### src/rtl/ucc_pkg.sv
package ucc_pkg;
   localparam int unsigned SLICE_W = 4;

   typedef enum logic [1:0] {
      ACT_HOLD = 2'd0,
      ACT_LOAD = 2'd1,
      ACT_INC  = 2'd2,
      ACT_DEC  = 2'd3
   } slice_act_e;

   function automatic slice_act_e pick_action(input logic load_n,
                                              input logic cnt_en_n,
                                              input logic chain_en_n,
                                              input logic dir_up);
      if (!load_n)                      return ACT_LOAD;
      else if (!cnt_en_n && !chain_en_n) return dir_up ? ACT_INC : ACT_DEC;
      else                              return ACT_HOLD;
   endfunction
endpackage

### src/rtl/ucc_tc_decode.sv
module ucc_tc_decode #(
   parameter int unsigned W = ucc_pkg::SLICE_W
) (
   input  logic [W-1:0] value,
   input  logic         dir_up,
   input  logic         chain_en_n,
   output logic         term_n
);
   logic at_top;
   logic at_bottom;

   always_comb begin
      at_top    = &value;
      at_bottom = ~|value;
      term_n    = ~(~chain_en_n & (dir_up ? at_top : at_bottom));
   end
endmodule

### src/rtl/ucc_slice.sv
module ucc_slice
   import ucc_pkg::*;
#(
   parameter int unsigned W = SLICE_W
) (
   input  logic         clk,
   input  logic         srst,
   input  logic         load_n,
   input  logic         dir_up,
   input  logic         cnt_en_n,
   input  logic         chain_en_n,
   input  logic [W-1:0] preset,
   output logic [W-1:0] value,
   output logic         term_n
);
   if (W < 1) begin : g_bad_w
      $error("ucc_slice: W must be at least 1");
   end

   slice_act_e   act;
   logic [W-1:0] nxt;

   always_comb begin
      act = pick_action(load_n, cnt_en_n, chain_en_n, dir_up);
      unique case (act)
         ACT_LOAD: nxt = preset;
         ACT_INC:  nxt = value + W'(1);
         ACT_DEC:  nxt = value - W'(1);
         default:  nxt = value;
      endcase
   end

   always_ff @(posedge clk) begin
      if (srst) value <= '0;
      else      value <= nxt;
   end

   ucc_tc_decode #(.W(W)) tc_i (
      .value      (value),
      .dir_up     (dir_up),
      .chain_en_n (chain_en_n),
      .term_n     (term_n)
   );

   // load wins over both enables
   a_r1_load_wins: assert property (@(posedge clk) disable iff (srst)
      !load_n |=> value == $past(preset));
   // either enable high freezes the slice
   a_r4_hold: assert property (@(posedge clk) disable iff (srst)
      (load_n && (cnt_en_n || chain_en_n)) |=> $stable(value));
   // step up
   a_r2_step_up: assert property (@(posedge clk) disable iff (srst)
      (load_n && !cnt_en_n && !chain_en_n && dir_up) |=> value == W'($past(value) + W'(1)));
   // step down
   a_r3_step_down: assert property (@(posedge clk) disable iff (srst)
      (load_n && !cnt_en_n && !chain_en_n && !dir_up) |=> value == W'($past(value) - W'(1)));
   // flag stays high while the chain enable is deasserted
   a_r5_flag_gated: assert property (@(posedge clk) disable iff (srst)
      chain_en_n |-> term_n);
   // reset clears the slice
   a_r8_reset_clears: assert property (@(posedge clk)
      srst |=> value == '0);
endmodule

### src/rtl/updown_cascade_counter.sv
module updown_cascade_counter
   import ucc_pkg::*;
#(
   parameter int unsigned NUM_STAGES = 2,
   localparam int unsigned W = NUM_STAGES * SLICE_W
) (
   input  logic         clk,
   input  logic         srst,
   input  logic         load_n,
   input  logic         dir_up,
   input  logic         cnt_en_n,
   input  logic         chain_en_n,
   input  logic [W-1:0] preset_data,
   output logic [W-1:0] count,
   output logic         term_n
);
   if (NUM_STAGES < 1 || NUM_STAGES > 64) begin : g_bad_stages
      $error("updown_cascade_counter: NUM_STAGES must be 1..64");
   end

   logic [NUM_STAGES-1:0] stage_tc_n;
   logic [NUM_STAGES-1:0] stage_chain_n;

   for (genvar k = 0; k < NUM_STAGES; k++) begin : g_slice
      if (k == 0) begin : g_lsb
         assign stage_chain_n[k] = chain_en_n;
      end else begin : g_upper
         assign stage_chain_n[k] = stage_tc_n[k-1];
      end

      ucc_slice #(.W(SLICE_W)) slice_i (
         .clk        (clk),
         .srst       (srst),
         .load_n     (load_n),
         .dir_up     (dir_up),
         .cnt_en_n   (cnt_en_n),
         .chain_en_n (stage_chain_n[k]),
         .preset     (preset_data[k*SLICE_W +: SLICE_W]),
         .value      (count[k*SLICE_W +: SLICE_W]),
         .term_n     (stage_tc_n[k])
      );
   end

   assign term_n = stage_tc_n[NUM_STAGES-1];

   // whole word carries through every slice boundary
   a_r7_wide_up: assert property (@(posedge clk) disable iff (srst)
      (load_n && !cnt_en_n && !chain_en_n && dir_up) |=> count == W'($past(count) + W'(1)));
   a_r7_wide_down: assert property (@(posedge clk) disable iff (srst)
      (load_n && !cnt_en_n && !chain_en_n && !dir_up) |=> count == W'($past(count) - W'(1)));
   // wide flag low only at the end of the range in the current direction
   a_r5_wide_flag: assert property (@(posedge clk) disable iff (srst)
      !term_n |-> (!chain_en_n && (dir_up ? (count == {W{1'b1}}) : (count == '0))));
endmodule

### config.mk
export PLATFORM = sky130hd
export DESIGN_NAME = updown_cascade_counter
export DESIGN_NICKNAME = d
export VERILOG_FILES = /design/src/rtl/ucc_pkg.sv /design/src/rtl/ucc_tc_decode.sv /design/src/rtl/ucc_slice.sv /design/src/rtl/updown_cascade_counter.sv
export SDC_FILE = /design/constraint.sdc
export NUM_CORES = 1
export LEC_CHECK = 0
export ABC_CLOCK_PERIOD_IN_PS = 2900
export BUFFER_PORTS_ARGS = -buffer_cell sky130_fd_sc_hd__buf_2
export CAP_MARGIN = 20
export CORE_AREA = 2 2 44 46
export CTS_BUF_LIST = sky130_fd_sc_hd__clkbuf_4 sky130_fd_sc_hd__clkbuf_8
export CTS_CLUSTER_DIAMETER = 200
export DETAILED_ROUTE_END_ITERATION = 8
export DIE_AREA = 0 0 46 48
export PLACE_DENSITY = 0.72
export SLEW_MARGIN = 20
export SYNTH_ARGS = -nofsm -noshare
export SYNTH_HDL_FRONTEND = slang
export SYNTH_HIERARCHICAL = 1
export SYNTH_SLANG_ARGS = --single-unit
### constraint.sdc
create_clock -name clk -period 2.9 [get_ports clk]
set_clock_uncertainty 0.2 [all_clocks]
set_input_delay 0.435 -clock clk [delete_from_list [all_inputs] [get_ports clk]]
set_output_delay 0.435 -clock clk [all_outputs]
set_load 0.005 [all_outputs]
* Yosys cells after proc, flatten, opt, wreduce, memory -nomap -nowiden
Cells that the tools add are included.
** Storage, ports and cells
- Word-level logic and storage cells :: 37
- Flip-flop bits (word level) :: 8
- Output and inout bits :: 9
** Cells by class
- Bitwise logic cells :: 4
- Muxes and demuxes :: 9
- Reduce and logical (&&, ||, !) cells :: 12
- $add $sub $neg :: 4
- Equality and inequality tests :: 6
** Operators with widths (number)
- 4-bit case mux with 3 select lines :: 2
- 4-bit by 1-bit adder with 4-bit output, second input constant :: 2
- 2-bit equality test, second input constant :: 4
- 2-bit two-way mux :: 4
- 4-bit AND reduction :: 2
- 4-bit OR reduction :: 2
- 4-bit by 1-bit subtractor with 4-bit output, second input constant :: 2
- 3-bit nonzero test :: 2
- 2-bit by 1-bit equality test with 1-bit output, second input constant :: 2
- 1-bit zero test :: 4
- 1-bit two-way mux :: 3
- 1-bit bitwise AND :: 2
- 1-bit logical AND :: 2
- 1-bit NOT :: 2

* Depth between registers and ports, before layout
- Depth in word-level cells :: 9
- Mapped depth :: 8

* Cells and area by module
Netlist, hierarchy kept.
** By module, submodules not included
- ucc_slice :: times used 2, area an instance 320.3 um^2, cells each 36
- ucc_tc_decode :: times used 2, area an instance 38.8 um^2, cells each 5

* Worst setup path after synthesis
OpenSTA, ideal clock, no wires.
- Kind :: register -> register
- Start :: reg g_slice[0].slice_i.value[1]
- End :: reg g_slice[1].slice_i.value[2]
- Setup slack :: 0.370 ns
- Data arrival time :: 2.269 ns
- Clock period less this slack :: 2.530 ns
- Cell stages (with the launch flop) :: 9
- Library setup time :: 0.062 ns
- Cells stage by stage :: dfxtp_1 > nor4_2 > a22oi_1 > nor4b_1 > xor2_1 > ha_1 > or3_2 > a211o_1 > nand3_1
** Between the ends
- Longest elaborated chain between the ends :: 9
- Elaborated cells between the ends (all ways) :: 13
** Ends and longest elaborated chain
- start: declaration :: line ucc_slice.sv:13 : output logic [W-1:0] value,
- start signal: assignment :: line ucc_slice.sv:35 : else value <= nxt;
- 4-bit OR reduction :: line ucc_tc_decode.sv:14 : at_bottom = ~|value;
- 1-bit zero test :: line ucc_tc_decode.sv:14
- 1-bit two-way mux * :: line ucc_tc_decode.sv:15 : term_n = ~(~chain_en_n & (dir_up ? at_top : at_bottom));
- 1-bit bitwise AND * :: line ucc_tc_decode.sv:15
- 1-bit logical AND * :: line ucc_pkg.sv:16 : else if (!cnt_en_n && !chain_en_n) return dir_up ? ACT_INC : ACT_DEC;
- 2-bit two-way mux * :: line ucc_pkg.sv:16
- 2-bit two-way mux * :: line ucc_pkg.sv:15 : if (!load_n) return ACT_LOAD;
- 2-bit equality test or 2-bit by 1-bit equality test with 1-bit output (tied branches) :: line ucc_slice.sv:25 : unique case (act)
- 4-bit case mux with 3 select lines or 3-bit nonzero test (tied branches)
- end signal: assignment :: line ucc_slice.sv:35
- end: declaration :: line ucc_slice.sv:13
Mark *: on every way between the ends. The rest lies on a longest branch, timed or not.
A chain may end at the register's enable or synchronous reset.

* Final worst setup path
Same ends and word-level chain as after synthesis.

==> impl_metrics.sql <==
INSERT INTO impl_metrics (metric_group, metric, value, unit) VALUES
('outcome', 'status', 'complete, no violations', ''),
('power_and_ir_drop', 'design_power_total', '0.303', 'mW'),
('hold_path', 'min_path_cells', '3', ''),
('cells_and_area', 'design_area', '830', 'um^2'),
('timing', 'layout_setup_ws', '0.259', 'ns'),
('grt', 'globalRoute.totalOverflow', '0', ''),
('cells_and_area', 'final.fill_count', '174', ''),
('synthesis', 'synth-seq-area-share', '22.3', '%'),
('synthesis', 'avgSynthCellArea', '8.76', 'um^2'),
('grt', 'grt_max_degree', '23', ''),
('synthesis', 'ys_seq_elements', '8', ''),
('cells_and_area', 'layout.cells.most_common', 'sky130_fd_sc_hd__buf_2', ''),
('timing', 'report.final.setup_viol', '0', ''),
('cells_and_area', 'nets', '122', ''),
('cells_and_area', 'layout_area_overhead', '15.5', '%'),
('clock_network', 'cts_hold_repair.buffers', '0', ''),
('drt', 'vias', '740', ''),
('cells_and_area', 'layout.core_utilization', '49.1', '%'),
('cells_and_area', 'regMostFlops', 'g_slice.slice_i/value', ''),
('clock_network', 'post_cts_repair_timing_setup_buffer_count', '0', ''),
('die', 'initial_utilization', '42.5', '%'),
('clock_network', 'htree_num_levels', '1', ''),
('cells_and_area', 'final_cell_mix', 'sky130_fd_sc_hd__buf_2 (22), sky130_fd_sc_hd__nand2_1 (8), sky130_fd_sc_hd__nor2_1 (8), sky130_fd_sc_hd__dfxtp_1 (8)', ''),
('grt', 'antenna_found_initial', '0', ''),
('die', 'chipWidth', '46', 'um'),
('setup_path', 'worst_case_reg_to_reg_path_depth', '8', ''),
('timing', 'slew_violations', '0', ''),
('cells_and_area', 'n_antenna_cell', '0', ''),
('setup_path', 'required', '2.89', 'ns'),
('synthesis', 'ys_warn_count', '6', ''),
('power_and_ir_drop', 'cellLeakagePower', '0.347', 'nW'),
('cells_and_area', 'multi_input_gate_area_in_the_final_layout', '500', 'um^2'),
('grt', 'first_global_vias', '605', ''),
('synthesis', 'synth.lib_cells_used.distinct', '30', ''),
('timing', 'fin_crit_sh', '91.1', '%'),
('placement', 'port_buffers', '22', ''),
('clock_network', 'clk_lat_worst_skew', '0.25', 'ns'),
('die', 'pin_count', '23', ''),
('cells_and_area', 'top_regs', 'g_slice.slice_i/value (8)', ''),
('clock_network', 'tritoncts.num_buffers', '3', ''),
('drt', 'drtPass1Iterations', '4', ''),
('placement', 'place_congestion', '0.753', ''),
('drt', 'first_iter_violations', '25', ''),
('grt', 'grt_first_pass_wirelength', '2500', 'um'),
('run', 'cap_violations', '0', ''),
('clock_network', 'cts_tree', 'done', ''),
('grt', 'global_route_usage_over_all_layers', '15.6', '%'),
('power_and_ir_drop', 'power-per-cell-area', '366', 'nW/um^2'),
('timing', 'worst_slew_margin_rel', '77.0', '%'),
('drt', 'post-route-drc-count', '0', ''),
('clock_network', 'post_cts.resized_instances', '0', ''),
('timing', 'finalWorstPathRequiredPeriod', '2.64', 'ns'),
('synthesis', 'post_syn_area', '718', 'um^2'),
('power_and_ir_drop', 'worst_ir_drop_vdd', '0.221', 'mV'),
('timing', 'fmax', '379', 'MHz'),
('drt', 'drt-total-wl', '1700', 'um'),
('cells_and_area', 'final_layout_size_suffix_gt1_share', '36.5', '%'),
('die', 'die_h', '48', 'um'),
('drt', 'route.antenna.remaining_nets', '0', ''),
('die', 'core_area', '1690', 'um^2'),
('timing', 'final_hold_viol_count', '0', ''),
('placement', 'dpl_worst_slack', '0.226', 'ns'),
('cells_and_area', 'register_area', '160', 'um^2'),
('timing', 'grt_setup_unrepaired', 'no', ''),
('drt', 'avgViaCountPerCell', '6.12', ''),
('setup_path', 'cp_max_fo', '8', ''),
('hold_path', 'worst_hold_path_type', 'in2reg', ''),
('setup_path', 'timing.setup.critical_path_class', 'reg2reg', ''),
('clock_network', 'clock-root-buffer', 'sky130_fd_sc_hd__clkbuf_4', ''),
('clock_network', 'number_of_buffers_between_clock_root_and_the_deepest_sink', '2', ''),
('drt', 'wire_per_inst', '14.0', 'um');
==> critical path, stage by stage (launching register included) <==
cell and delay [ns]:
sky130_fd_sc_hd__dfxtp_1 0.39, sky130_fd_sc_hd__nor4_2 0.30, sky130_fd_sc_hd__a22oi_1 0.14, sky130_fd_sc_hd__nor4b_1 0.36
sky130_fd_sc_hd__xor2_1 0.12, sky130_fd_sc_hd__ha_1 0.21, sky130_fd_sc_hd__or3_2 0.47, sky130_fd_sc_hd__a211o_1 0.32
sky130_fd_sc_hd__nand3_1 0.07
==> area by class of cell <==
type,instances,share of cell area (%)
Inverter,2,0.905
Timing Repair Buffer,23,14.2
Sequential cell,8,19.3
Clock buffer,3,2.71
Multi-Input combinational cell,68,60.3
Tap cell,17,2.56
==> synth_stat cells (all sizes together) <==
cell    n  share of area (%)
or4     2                3.1
a211o   2                2.4
or3     4                3.8
and4b   2                2.8
buf     4                7.0
or3b    4                4.9
nor2    8                4.2
xor2    2                2.4
nand4   2                1.7
o21ai   2                1.4
dfxtp   8                 22
nand2   8                4.2
a311oi  2                2.4
xnor2   2                2.4
or4b    4                5.6
nand3   2                1.4
a22oi   2                2.1
nor4b   2                2.4
nor4    2                3.5
nand4b  2                2.4
inv     2                1.0
nor2b   2                1.7
o31a    2                2.4
o31ai   2                2.1
a211oi  4                4.2
ha      2                3.5
and4    2                2.4
==> metrics by stage <==
step | cells | hold WS (ns)
after global placement | 118 | 0.410
after global routing | 121 | 0.265
after detailed placement | 118 | 0.418
after floorplan | 82 | 0.375
after CTS | 121 | 0.247
final | 121 | 0.252
==> power breakdown <==
group | internal [mW] | switching, mW | total, mW | leakage (nW)
clock | 0.0474 | 0.0389 | 0.0863 | 0.0138
sequential | 0.120 | 0.0180 | 0.138 | 0.0665
combinational | 0.0416 | 0.0377 | 0.0792 | 0.267
total | 0.209 | 0.0945 | 0.303 | 0.347
==> kinds of logic after synthesis <==
| kind of cell | synth area share, % |
|---|---|
| flops | 22.3 |
| xor+xnor | 4.88 |
| fa+ha+maj | 3.48 |
| simple gates | 44.3 |
| buf+inv | 8.01 |
| compound gates | 17.1 |
==> layer usage <==
layer	global-route usage [%]	vias to the layer above	share of wire [%]
li1	-	371	-
met1	20.3	339	45
met2	24.2	28	48
met3	3.40	2	5.6
met4	8.00	0	0.71
met5	0	-	0
==> final timing paths <==
| check | from | endpoint | slack [ns] |
|---|---|---|---|
| hold reg to reg | g_slice[0].slice_i/value[1]$_SDFFE_PP0P_ | g_slice[0].slice_i/value[1]$_SDFFE_PP0P_ | 0.44 |
| hold / removal | preset_data[1] | g_slice[0].slice_i/value[1]$_SDFFE_PP0P_ | 0.25 |
| setup / recovery | g_slice[0].slice_i/value[1]$_SDFFE_PP0P_ | g_slice[1].slice_i/value[2]$_SDFFE_PP0P_ | 0.26 |
| setup reg to reg | g_slice[0].slice_i/value[1]$_SDFFE_PP0P_ | g_slice[1].slice_i/value[2]$_SDFFE_PP0P_ | 0.26 |
No activity file was read; power rests on OpenSTA's default activity.
